**config.mk**
```make
export PLATFORM = sky130hd
export DESIGN_NAME = flash_rd_path
export DESIGN_NICKNAME = d
export VERILOG_FILES = /design/src/rtl/flash_rd_pkg.sv /design/src/rtl/frp_toggle.sv /design/src/rtl/frp_ident.sv /design/src/rtl/frp_status.sv /design/src/rtl/flash_rd_path.sv
export SDC_FILE = /design/constraint.sdc
export NUM_CORES = 1
export LEC_CHECK = 0
export BUFFER_PORTS_ARGS = -buffer_cell sky130_fd_sc_hd__buf_2
export CAP_MARGIN = 15
export CORE_AREA = 3 3 40 42
export DETAILED_ROUTE_END_ITERATION = 7
export DIE_AREA = 0 0 43 45
export PLACE_DENSITY = 0.59
export SYNTH_ARGS = -nofsm -noshare
export SYNTH_HDL_FRONTEND = slang
export SYNTH_SLANG_ARGS = --single-unit
```
**constraint.sdc**
```tcl
create_clock -name clk_i -period 2.4 [get_ports clk_i]
set_input_delay 0.6 -clock clk_i [delete_from_list [all_inputs] [get_ports clk_i]]
set_output_delay 0.6 -clock clk_i [all_outputs]
set_load 0.01 [all_outputs]
```
**src/rtl/flash_rd_pkg.sv**
```systemverilog
package flash_rd_pkg;

  typedef enum logic [1:0] {
    SRC_ARRAY  = 2'd0,
    SRC_IDENT  = 2'd1,
    SRC_STATUS = 2'd2
  } rd_src_e;

  localparam int unsigned BASE_ADDR_W = 17;
  localparam logic [7:0]  BASE_DEV    = 8'hB5;

  // device code steps by one for each doubling of the array
  function automatic logic [7:0] dev_code(input int unsigned addr_w);
    int unsigned step;
    step = (addr_w > BASE_ADDR_W) ? (addr_w - BASE_ADDR_W) : 0;
    return BASE_DEV + step[7:0];
  endfunction

endpackage

```
**src/rtl/frp_toggle.sv**
```systemverilog
module frp_toggle (
  input  logic clk_i,
  input  logic rst_ni,
  input  logic busy_i,
  input  logic rd_fire_i,
  output logic tgl_o
);

  logic tgl_q;

  always_ff @(posedge clk_i or negedge rst_ni) begin
    if (!rst_ni)        tgl_q <= 1'b1;
    else if (!busy_i)   tgl_q <= 1'b1;
    else if (rd_fire_i) tgl_q <= ~tgl_q;
  end

  assign tgl_o = tgl_q;


  idle_rearm_chk: assert property (@(posedge clk_i) disable iff (!rst_ni)
    !busy_i |=> tgl_o);


  hold_phase_chk: assert property (@(posedge clk_i) disable iff (!rst_ni)
    (busy_i && !rd_fire_i) |=> (tgl_o == $past(tgl_o)));

endmodule

```
**src/rtl/frp_ident.sv**
```systemverilog
module frp_ident
  import flash_rd_pkg::*;
#(
  parameter int unsigned ADDR_W   = 19,
  parameter logic [7:0]  MFR_CODE = 8'hBF
) (
  input  logic              id_mode_i,
  input  logic [ADDR_W-1:0] rd_addr_i,
  output logic              hit_o,
  output logic [7:0]        code_o
);

  localparam logic [7:0] DEV_CODE = dev_code(ADDR_W);

  assign hit_o  = id_mode_i && (rd_addr_i[ADDR_W-1:1] == '0);
  assign code_o = rd_addr_i[0] ? DEV_CODE : MFR_CODE;

endmodule

```
**src/rtl/frp_status.sv**
```systemverilog
module frp_status (
  input  logic       op_erase_i,
  input  logic       prog_d7_i,
  input  logic       tgl_i,
  input  logic [5:0] array_lo_i,
  output logic [7:0] status_o
);

  logic done_n;

  always_comb begin
    done_n   = op_erase_i ? 1'b0 : ~prog_d7_i;
    status_o = {done_n, tgl_i, array_lo_i};
  end

endmodule

```
**src/rtl/flash_rd_path.sv**
```systemverilog
module flash_rd_path
  import flash_rd_pkg::*;
#(
  parameter int unsigned ADDR_W   = 19,
  parameter logic [7:0]  MFR_CODE = 8'hBF
) (
  input  logic              clk_i,
  input  logic              rst_ni,
  input  logic              chip_en_i,
  input  logic              out_en_i,
  input  logic              rd_strobe_i,
  input  logic [ADDR_W-1:0] rd_addr_i,
  input  logic [7:0]        array_data_i,
  input  logic              id_mode_i,
  input  logic              busy_i,
  input  logic              op_erase_i,
  input  logic              prog_d7_i,
  output logic [7:0]        rd_data_o,
  output logic              rd_oe_o
);

  logic       rd_fire;
  logic       tgl;
  logic       id_hit;
  logic [7:0] id_code;
  logic [7:0] status_byte;
  rd_src_e    src;
  logic [7:0] sel_byte;

  assign rd_oe_o = chip_en_i & out_en_i;
  assign rd_fire = rd_strobe_i & rd_oe_o;

  frp_toggle u_toggle (
    .clk_i     (clk_i),
    .rst_ni    (rst_ni),
    .busy_i    (busy_i),
    .rd_fire_i (rd_fire),
    .tgl_o     (tgl)
  );

  frp_ident #(.ADDR_W(ADDR_W), .MFR_CODE(MFR_CODE)) u_ident (
    .id_mode_i (id_mode_i),
    .rd_addr_i (rd_addr_i),
    .hit_o     (id_hit),
    .code_o    (id_code)
  );

  frp_status u_status (
    .op_erase_i (op_erase_i),
    .prog_d7_i  (prog_d7_i),
    .tgl_i      (tgl),
    .array_lo_i (array_data_i[5:0]),
    .status_o   (status_byte)
  );

  // busy outranks identification, identification outranks array
  always_comb begin
    if (busy_i)      src = SRC_STATUS;
    else if (id_hit) src = SRC_IDENT;
    else             src = SRC_ARRAY;
  end

  always_comb begin
    unique case (src)
      SRC_STATUS: sel_byte = status_byte;
      SRC_IDENT:  sel_byte = id_code;
      default:    sel_byte = array_data_i;
    endcase
  end

  assign rd_data_o = rd_oe_o ? sel_byte : 8'h00;


  quiet_when_off_chk: assert property (@(posedge clk_i) disable iff (!rst_ni)
    !rd_oe_o |-> (rd_data_o == 8'h00));


  idle_pass_chk: assert property (@(posedge clk_i) disable iff (!rst_ni)
    (rd_oe_o && !busy_i && !id_mode_i) |-> (rd_data_o == array_data_i));


  prog_poll_chk: assert property (@(posedge clk_i) disable iff (!rst_ni)
    (rd_oe_o && busy_i && !op_erase_i) |-> (rd_data_o[7] == !prog_d7_i));


  erase_poll_chk: assert property (@(posedge clk_i) disable iff (!rst_ni)
    (rd_oe_o && busy_i && op_erase_i) |-> (rd_data_o[7] == 1'b0));


  low_bits_chk: assert property (@(posedge clk_i) disable iff (!rst_ni)
    (rd_oe_o && busy_i) |-> (rd_data_o[5:0] == array_data_i[5:0]));


  toggle_flip_chk: assert property (@(posedge clk_i) disable iff (!rst_ni)
    (busy_i && rd_fire) |=> (!(busy_i && rd_oe_o) || (rd_data_o[6] != $past(rd_data_o[6]))));


  first_read_chk: assert property (@(posedge clk_i) disable iff (!rst_ni)
    (!busy_i) |=> (!(busy_i && rd_oe_o) || rd_data_o[6]));

endmodule

```
======== Word-level counts from Yosys, hierarchy flattened ========
Index checks and enable logic that the tools add are counted.
word-level totals
  register bits ........................... 1
  bits of input ports ..................... 36
cells by class
  equal/unequal tests ..................... 3
  muxes and demuxes ....................... 8
  bitwise gates (word level) .............. 4
  reduce and logical (&&, ||, !) cells .... 2
operators by type and width
  operator            count
  $logic_not 18->1    1
  $pmux 8 s2          1
  $mux 8              1
  $mux 1              4
  $mux 4              1
  $and 1x1->1         2
  $eq 2x1->1 const B  1
  $eq 2x2->1 const B  1
  $mux 2              1
  $ne 2x1->1 const B  1
  $not 1->1           2
  $logic_and 1x1->1   1

======== Logic depth before layout (Yosys ltp) ========
Gate-level depths: netlist (run 1).
  depth after elaboration ................. 7
  mapped depth ............................ 4
  gate-level depth less buffers ........... 4

======== Hierarchy ========
A second synthesis (run 1) with hierarchy kept.
second synthesis, totals
  cells, all modules ...................... 57
  area, all modules ....................... 437.9 um2
modules (own cells, without submodules)
  module         times used  cells an instance  area an instance (um2)
  flash_rd_path  1           29                 219.0
  frp_ident      1           16                 116.4
  frp_status     1           9                  63.8
  frp_toggle     1           3                  38.8

======== Worst setup path after synthesis (run 1) ========
OpenSTA, ideal clock, no wires.
  path type ............................... input to output
  start point ............................. input port rd_addr_i[14]
  end point ............................... output port rd_data_o[3]
  arrival ................................. 1,687 ps
  required time ........................... 1,800 ps
  setup slack ............................. 113 ps
  stages on the path ...................... 4
  path buffers ............................ 0
  cells stage by stage .................... nor4_1 -> nand4_1 -> or4_1 -> a21oi_1
between the ends
  longest elaborated chain between the ends .. 7
  elaborated cells between the ends (all ways) .. 8
ends and longest elaborated chain
  item                                      line                 RTL
  from (decl)                               flash_rd_path.sv:12  input logic [ADDR_W-1:0] rd_addr_i,
  $logic_not 18->1 (*)                      frp_ident.sv:15      assign hit_o = id_mode_i && (rd_addr_i[ADDR_W-1:1] == '0);
  $logic_and 1x1->1 (*)                     frp_ident.sv:15
  $mux 1 (*)                                flash_rd_path.sv:59  else if (id_hit) src = SRC_IDENT;
  $mux 2 (*)                                flash_rd_path.sv:58  if (busy_i) src = SRC_STATUS;
  $eq 2x1->1 or $eq 2x2->1 (tied branches)  flash_rd_path.sv:64  unique case (src)
  $pmux 8 s2 (*)                            flash_rd_path.sv:64
  $mux 8 (*)                                flash_rd_path.sv:71  assign rd_data_o = rd_oe_o ? sel_byte : 8'h00;
  to (decl)                                 flash_rd_path.sv:18  output logic [7:0] rd_data_o,
Every way passes the cells marked *; elsewhere a longest branch is shown, timed or not.

======== Worst setup path after layout (run 1) ========
  start point ............................. input port rd_addr_i[12]
  end point ............................... output port rd_data_o[3]
The elaborated chain is that of the path after synthesis.

==> load_flow_metrics.sql, run 1 <==
INSERT INTO impl_metrics (metric_group, metric, value, unit) VALUES
('floorplanning', 'num_rows', '13', ''),
('run_status', 'violations_in_the_final_reports', 'setup timing', ''),
('sta', 'timing.fmax', '415', 'MHz'),
('global_route', 'grt_pass1_wl', '1540', 'um'),
('route', 'final_antenna_net_count', '0', ''),
('synth', 'synthDominantAreaCellType', 'sky130_fd_sc_hd__o21a_1', ''),
('critical_path', 'cp_cell_sequence', 'buf_6 -> nor4_4 -> nand4_1 -> or4_1 -> a21oi_1 -> buf_2', ''),
('final_layout', 'fin_area', '537', 'um2'),
('global_route', 'grt_start_max_net_pins', '10', ''),
('synth', 'syn_nets', '66', ''),
('synth', 'yosysTopAreaCellShare', '0.181', ''),
('sta', 'finalCriticalPeriod', '2.41', 'ns'),
('clock_network', 'clkSlewWorstSetupHoldPaths', '0', 'ns'),
('sta', 'timing.slew.headroom', '0.860', ''),
('synth', 'ys.warnings.count', '0', ''),
('final_layout', 'final_layout_size_suffix_gt1_frac', '0.692', ''),
('critical_path', 'worst_r2r_path_depth', '2', ''),
('final_layout', 'multi_input_comb_area', '211', 'um2'),
('sta', 'report.final.setup_viol', '1', ''),
('sta', 'timing_worst_slew_pin_value', '0.209', 'ns'),
('route', 'dr_total_vias', '430', ''),
('route', 'detail_route.drc_violations', '0', ''),
('power_and_ir_drop', 'static-leakage-power', '0.283', 'nW'),
('sta', 'post-route-worst-setup-slack', '-0.0104', 'ns'),
('final_layout', 'nNetsFinal', '116', ''),
('final_layout', 'utilization', '0.418', ''),
('placement', 'finalWeightedCongestion', '0.668', ''),
('final_layout', 'number_of_flip_flops_under_the_largest_register_name', '1', ''),
('critical_path', 'end_kind', 'output pin', ''),
('global_route', 'grt_pass1_vias', '397', ''),
('clock_network', 'insertion_delay', '0', 'ns'),
('sta', 'post-route-period-util', '1.00', ''),
('critical_path', 'critical_path.max_stage_delay', '0.41', 'ns'),
('hold_path', 'min_path_type', 'input port to asynchronous set/reset pin', ''),
('global_route', 'antenna_violations_before_repair', '0', ''),
('power_and_ir_drop', 'pwr_density_cell', '148', 'nW/um2'),
('critical_path', 'path_max_fanout', '2', ''),
('synth', 'synth.avg_cell_area', '6.92', 'um2'),
('sta', 'finalMaxSlewViolations', '0', ''),
('route', 'finalWirelength', '1030', 'um'),
('power_and_ir_drop', 'worst_ir_drop_vdd', '123', 'uV'),
('critical_path', 'path_class', 'input port to output pin', ''),
('floorplanning', 'start_util', '0.162', ''),
('critical_path', 'worst_ep_required_time', '1.80', 'ns'),
('global_route', 'grt_util_all_layers', '0.0980', ''),
('synth', 'yosysUniqueCellTypes', '17', ''),
('floorplanning', 'dieArea', '1940', 'um2'),
('floorplanning', 'chipWidth', '43', 'um'),
('synth', 'synth_area_leaders', 'sky130_fd_sc_hd__o21a_1, sky130_fd_sc_hd__dfstp_2, sky130_fd_sc_hd__a21oi_1, sky130_fd_sc_hd__o21ai_0, sky130_fd_sc_hd__nor4b_2', ''),
('placement', 'placedCellCount', '92', ''),
('critical_path', 'reg2reg_setup_slack', '1.59', 'ns'),
('route', 'drt-pass1-iter-count', '4', ''),
('route', 'detail_route.vias_per_cell', '4.62', ''),
('route', 'route.detailed.wl_per_inst', '11.1', 'um'),
('flow_run', 'cap_viol_max_count', '0', ''),
('synth', 'synth_cell_area', '208', 'um2'),
('sta', 'rsz0062_at_grt', 'true', ''),
('clock_network', 'hold_buffers', '0', ''),
('final_layout', 'layout.area.seq', '26.3', 'um2'),
('global_route', 'grt_overflow', '0', ''),
('final_layout', 'area.growth.synth_to_final', '158', '%'),
('final_layout', 'fillers', '143', ''),
('sta', 'worst_hold_slack', '0.535', 'ns'),
('floorplanning', 'ioPinCount', '45', ''),
('run_status', 'outcome', 'finished, violations left', ''),
('floorplanning', 'chipHeight', '45', 'um'),
('critical_path', 'worstReg2RegEnd', 'u_toggle.tgl_o$_DFFE_PN1P_', ''),
('final_layout', 'finish.cell_count_without_fillers', '93', ''),
('critical_path', 'critPathLaunchType', 'input port', ''),
('sta', 'final-hold-violation-count', '0', ''),
('route', 'drtIter0Drc', '5', '');
## cells in the mapped netlist
master	number
sky130_fd_sc_hd__o21a_1	5
sky130_fd_sc_hd__a21oi_1	3
sky130_fd_sc_hd__nand2_1	3
sky130_fd_sc_hd__nor2_1	3
sky130_fd_sc_hd__o21ai_0	3
sky130_fd_sc_hd__nor3_1	2
sky130_fd_sc_hd__and3_1	1
sky130_fd_sc_hd__clkinv_1	1
sky130_fd_sc_hd__dfstp_2	1
sky130_fd_sc_hd__nand4_1	1
sky130_fd_sc_hd__nor2b_1	1
sky130_fd_sc_hd__nor4_1	1
sky130_fd_sc_hd__nor4_2	1
sky130_fd_sc_hd__nor4b_2	1
sky130_fd_sc_hd__o311a_1	1
sky130_fd_sc_hd__o31ai_1	1
sky130_fd_sc_hd__or4_1	1
## metrics by stage
step | TNS [ns] | power (W) | setup WS (ns)
6_report | -0.0104 | 0.0000793 | -0.0104
4_1_cts | -0.0259 | 0.0000768 | -0.0259
5_1_grt | -0.329 | 0.0000859 | -0.0731
3_3_place_gp | -0.0233 | 0.0000722 | -0.0233
3_5_place_dp | -0.0683 | 0.0000730 | -0.0386
2_1_floorplan | 0 | 0.0000357 | 0.113
## critical path: cells and delay by family
kind / cells / cell delay [ns]
AOI/OAI and AO/OA: 1 / 0.14
buffers and inverters: 2 / 0.25
and+or+nand+nor: 3 / 0.82
## cell type report
type                       instances  share of cell area
sequential                         1              0.0490
inverter                           1             0.00699
multi-input combinational         28               0.394
timing repair buffer              48               0.515
tap                               15              0.0350
## kinds of logic (layout without fill, tap and decap cells)
| family | count (synthesis) | count (layout) | share of synthesized area |
|---|---|---|---|
| compound gates | 13 | 13 | 0.410 |
| buf+inv | 1 | 49 | 0.0181 |
| flops | 1 | 1 | 0.127 |
| simple gates | 15 | 15 | 0.446 |
## layout by cell type, fill, tap and decap left out, types with 2 or more instances in the layout
cell,synthesis,layout
sky130_fd_sc_hd__a21oi_1,3,3
sky130_fd_sc_hd__nor2_1,3,2
sky130_fd_sc_hd__buf_6,0,5
sky130_fd_sc_hd__buf_4,0,2
sky130_fd_sc_hd__o21a_1,5,5
sky130_fd_sc_hd__nand2_1,3,3
sky130_fd_sc_hd__o21ai_0,3,2
sky130_fd_sc_hd__buf_2,0,41
## worst max-delay path by stage
stage                              end  slack, ns  cells past startpoint
final                     rd_data_o[3]      -0.01                      6
after floorplan           rd_data_o[3]       0.11                      4
after global routing      rd_data_o[3]      -0.07                      6
after CTS                 rd_data_o[3]      -0.03                      6
after global placement    rd_data_o[3]      -0.02                      6
after detailed placement  rd_data_o[3]      -0.04                      6
## metal layers
layer  GRT usage  vias up  part of all wire
met2       0.204       28              0.51
met5           0        -                 0
met1       0.105      187              0.36
met3      0.0239        0              0.13
met4           0        0                 0
li1            -      215                 -
## what timing repair did
action,4_1_cts,5_1_grt
gates cloned,0,0
endpoints found under the setup margin,6,8
pin swaps,4,3
gates resized for setup,3,9
buffers inserted,1,0
## where the power goes
part | switching, W | internal (W)
logic | 0.0000250 | 0.0000352
clock network | 0 | 0
registers | 0.000000513 | 0.0000186
Note: power is estimated with default switching activity, not from simulation.
==> run 2, diff against run 1 <==
PLACE_DENSITY = unset   (was 0.59)
clock period = 2.18 ns   (was 2.4 ns; I/O delays follow)
==> load_flow_metrics.sql, run 2 (synthesis gave the netlist of run 1 again) <==
INSERT INTO impl_metrics (metric_group, metric, value, unit) VALUES
('floorplanning', 'num_rows', '13', ''),
('placement', 'placedCellCount', '93', ''),
('route', 'final_antenna_net_count', '0', ''),
('floorplanning', 'dieArea', '1940', 'um2'),
('sta', 'rsz0062_at_grt', 'true', ''),
('clock_network', 'clkSlewWorstSetupHoldPaths', '0', 'ns'),
('power_and_ir_drop', 'pwr_density_cell', '169', 'nW/um2'),
('power_and_ir_drop', 'fin_total_pwr', '0.0000892', 'W'),
('placement', 'post-dp-hpwl', '816', 'um'),
('power_and_ir_drop', 'static-leakage-power', '0.275', 'nW'),
('floorplanning', 'start_util', '0.162', ''),
('power_and_ir_drop', 'power_switching_share', '0.310', ''),
('sta', 'report.final.setup_viol', '6', ''),
('global_route', 'antenna_violations_before_repair', '0', ''),
('power_and_ir_drop', 'pwr-share-clk', '0', ''),
('global_route', 'grt_overflow', '0', ''),
('floorplanning', 'chipHeight', '45', 'um'),
('sta', 'post-route-worst-setup-slack', '-0.0993', 'ns'),
('route', 'dr_total_vias', '416', ''),
('route', 'detail_route.vias_per_cell', '4.47', ''),
('floorplanning', 'core_area', '1280', 'um2'),
('power_and_ir_drop', 'comb_power_share', '0.764', ''),
('critical_path', 'worst_ep_required_time', '1.63', 'ns'),
('sta', 'timing.slew.headroom', '0.829', ''),
('critical_path', 'critPathLaunchType', 'input port', ''),
('sta', 'timing.fmax', '439', 'MHz'),
('sta', 'finalMaxSlewViolations', '0', ''),
('final_layout', 'area.growth.synth_to_final', '154', '%'),
('critical_path', 'path_class', 'input port to output pin', ''),
('floorplanning', 'chipWidth', '43', 'um'),
('final_layout', 'final_layout_size_suffix_gt1_frac', '0.705', ''),
('final_layout', 'antenna_cells_inserted', '0', ''),
('sta', 'finalCriticalPeriod', '2.28', 'ns'),
('hold_path', 'min_path_type', 'input port to asynchronous set/reset pin', ''),
('clock_network', 'insertion_delay', '0', 'ns'),
('global_route', 'grt_pass1_vias', '351', ''),
('critical_path', 'critical_path.max_stage_delay', '0.49', 'ns'),
('floorplanning', 'ioPinCount', '45', ''),
('sta', 'final-hold-violation-count', '0', ''),
('route', 'drt-pass1-iter-count', '3', ''),
('power_and_ir_drop', 'intPower', '0.0000616', 'W'),
('route', 'route.detailed.wl_per_inst', '9.98', 'um'),
('run_status', 'outcome', 'finished, violations left', ''),
('critical_path', 'critical_path_arrival', '1.73', 'ns'),
('critical_path', 'end_kind', 'output pin', ''),
('final_layout', 'layout_commonest_cell', 'sky130_fd_sc_hd__buf_2', ''),
('run_status', 'violations_in_the_final_reports', 'setup timing', ''),
('placement', 'finalWeightedCongestion', '0.680', ''),
('critical_path', 'reg2reg_setup_slack', '1.37', 'ns'),
('critical_path', 'path_max_fanout', '2', ''),
('flow_run', 'cap_viol_max_count', '0', ''),
('final_layout', 'fillers', '147', ''),
('placement', 'port-buffer-count', '44', ''),
('final_layout', 'finish.cell_count_without_fillers', '93', ''),
('sta', 'post-route-period-util', '1.05', ''),
('route', 'detail_route.drc_violations', '0', ''),
('power_and_ir_drop', 'portion_of_total_power_attributed_to_sequential_cells', '0.236', ''),
('critical_path', 'cp_cell_sequence', 'buf_6 -> nor4b_2 -> nand2_1 -> or4_1 -> a21oi_2 -> buf_2', ''),
('critical_path', 'cp_slowest_cell', 'sky130_fd_sc_hd__or4_1', ''),
('global_route', 'grt_pass1_wl', '1360', 'um'),
('power_and_ir_drop', 'p_sw', '0.0000277', 'W'),
('final_layout', 'utilization', '0.411', ''),
('route', 'drtIter0Drc', '5', ''),
('final_layout', 'number_of_flip_flops_under_the_largest_register_name', '1', ''),
('sta', 'worst_hold_slack', '0.478', 'ns'),
('sta', 'clock-skew-final', '0', 'ns'),
('route', 'finalWirelength', '928', 'um'),
('sta', 'timing_worst_slew_pin_value', '0.255', 'ns'),
('final_layout', 'mostFrequentLayoutCells', 'sky130_fd_sc_hd__buf_2, sky130_fd_sc_hd__o21a_1, sky130_fd_sc_hd__buf_6, sky130_fd_sc_hd__buf_4', ''),
('final_layout', 'nNetsFinal', '116', ''),
('global_route', 'grt_start_max_net_pins', '10', ''),
('global_route', 'grt_util_all_layers', '0.0838', ''),
('clock_network', 'hold_buffers', '0', ''),
('power_and_ir_drop', 'worst_ir_drop_vdd', '124', 'uV');
run 2: area by class of cell:
type | count | area, um2 | area share
inverters | 1 | 3.75 | 0.00711
well taps | 15 | 18.8 | 0.0355
flip-flops and latches | 1 | 26.3 | 0.0498
multi-input cells | 28 | 204 | 0.386
repair buffers | 48 | 275 | 0.521
run 2: worst paths after layout:
| kind | from | endpoint | cells after the start |
|---|---|---|---|
| max | rd_addr_i[15] | rd_data_o[3] | 6 |
| min reg2reg | u_toggle.tgl_o$_DFFE_PN1P_ | u_toggle.tgl_o$_DFFE_PN1P_ | 2 |
| min | rst_ni | u_toggle.tgl_o$_DFFE_PN1P_ | 1 |
| max in group asynchronous | rst_ni | u_toggle.tgl_o$_DFFE_PN1P_ | 1 |
| min in group clk_i | u_toggle.tgl_o$_DFFE_PN1P_ | u_toggle.tgl_o$_DFFE_PN1P_ | 2 |
| max reg2reg | u_toggle.tgl_o$_DFFE_PN1P_ | u_toggle.tgl_o$_DFFE_PN1P_ | 2 |
run 2: worst max-delay path: cells and delay by family:
| kind | cells | cell delay, ns |
|---|---|---|
| simple gates | 3 | 0.84 |
| compound gates | 1 | 0.13 |
| buf+inv | 2 | 0.22 |
run 2: layer usage:
layer | track usage | share of wire | vias to the layer above
met3 | 0.0120 | 0.13 | 0
met5 | 0 | 0 | -
met1 | 0.100 | 0.34 | 177
met2 | 0.168 | 0.53 | 24
met4 | 0 | 0 | 0
li1 | - | - | 215
run 2: through the flow:
stage | setup TNS, ns | setup WS [ns] | cell area [um2]
2_1_floorplan | 0 | 0.00273 | 208
3_3_place_gp | -0.552 | -0.128 | 477
3_5_place_dp | -0.717 | -0.146 | 477
4_1_cts | -0.652 | -0.123 | 503
5_1_grt | -1.07 | -0.182 | 528
6_report | -0.247 | -0.0993 | 528
run 2: repair_timing:
action,CTS,global route
setup buffers,0,0
gates resized for setup,4,5
pin swaps,5,4
endpoints found under the setup margin,6,8
run 2: power groups by stage:
stage,clock (W),combinational [W],sequential (W)
after CTS,0,0.0000653,0.0000211
after detailed placement,0,0.0000606,0.0000211
after global placement,0,0.0000598,0.0000210
after floorplan,0,0.0000184,0.0000209
final,0,0.0000682,0.0000211
after global routing,0,0.0000752,0.0000213
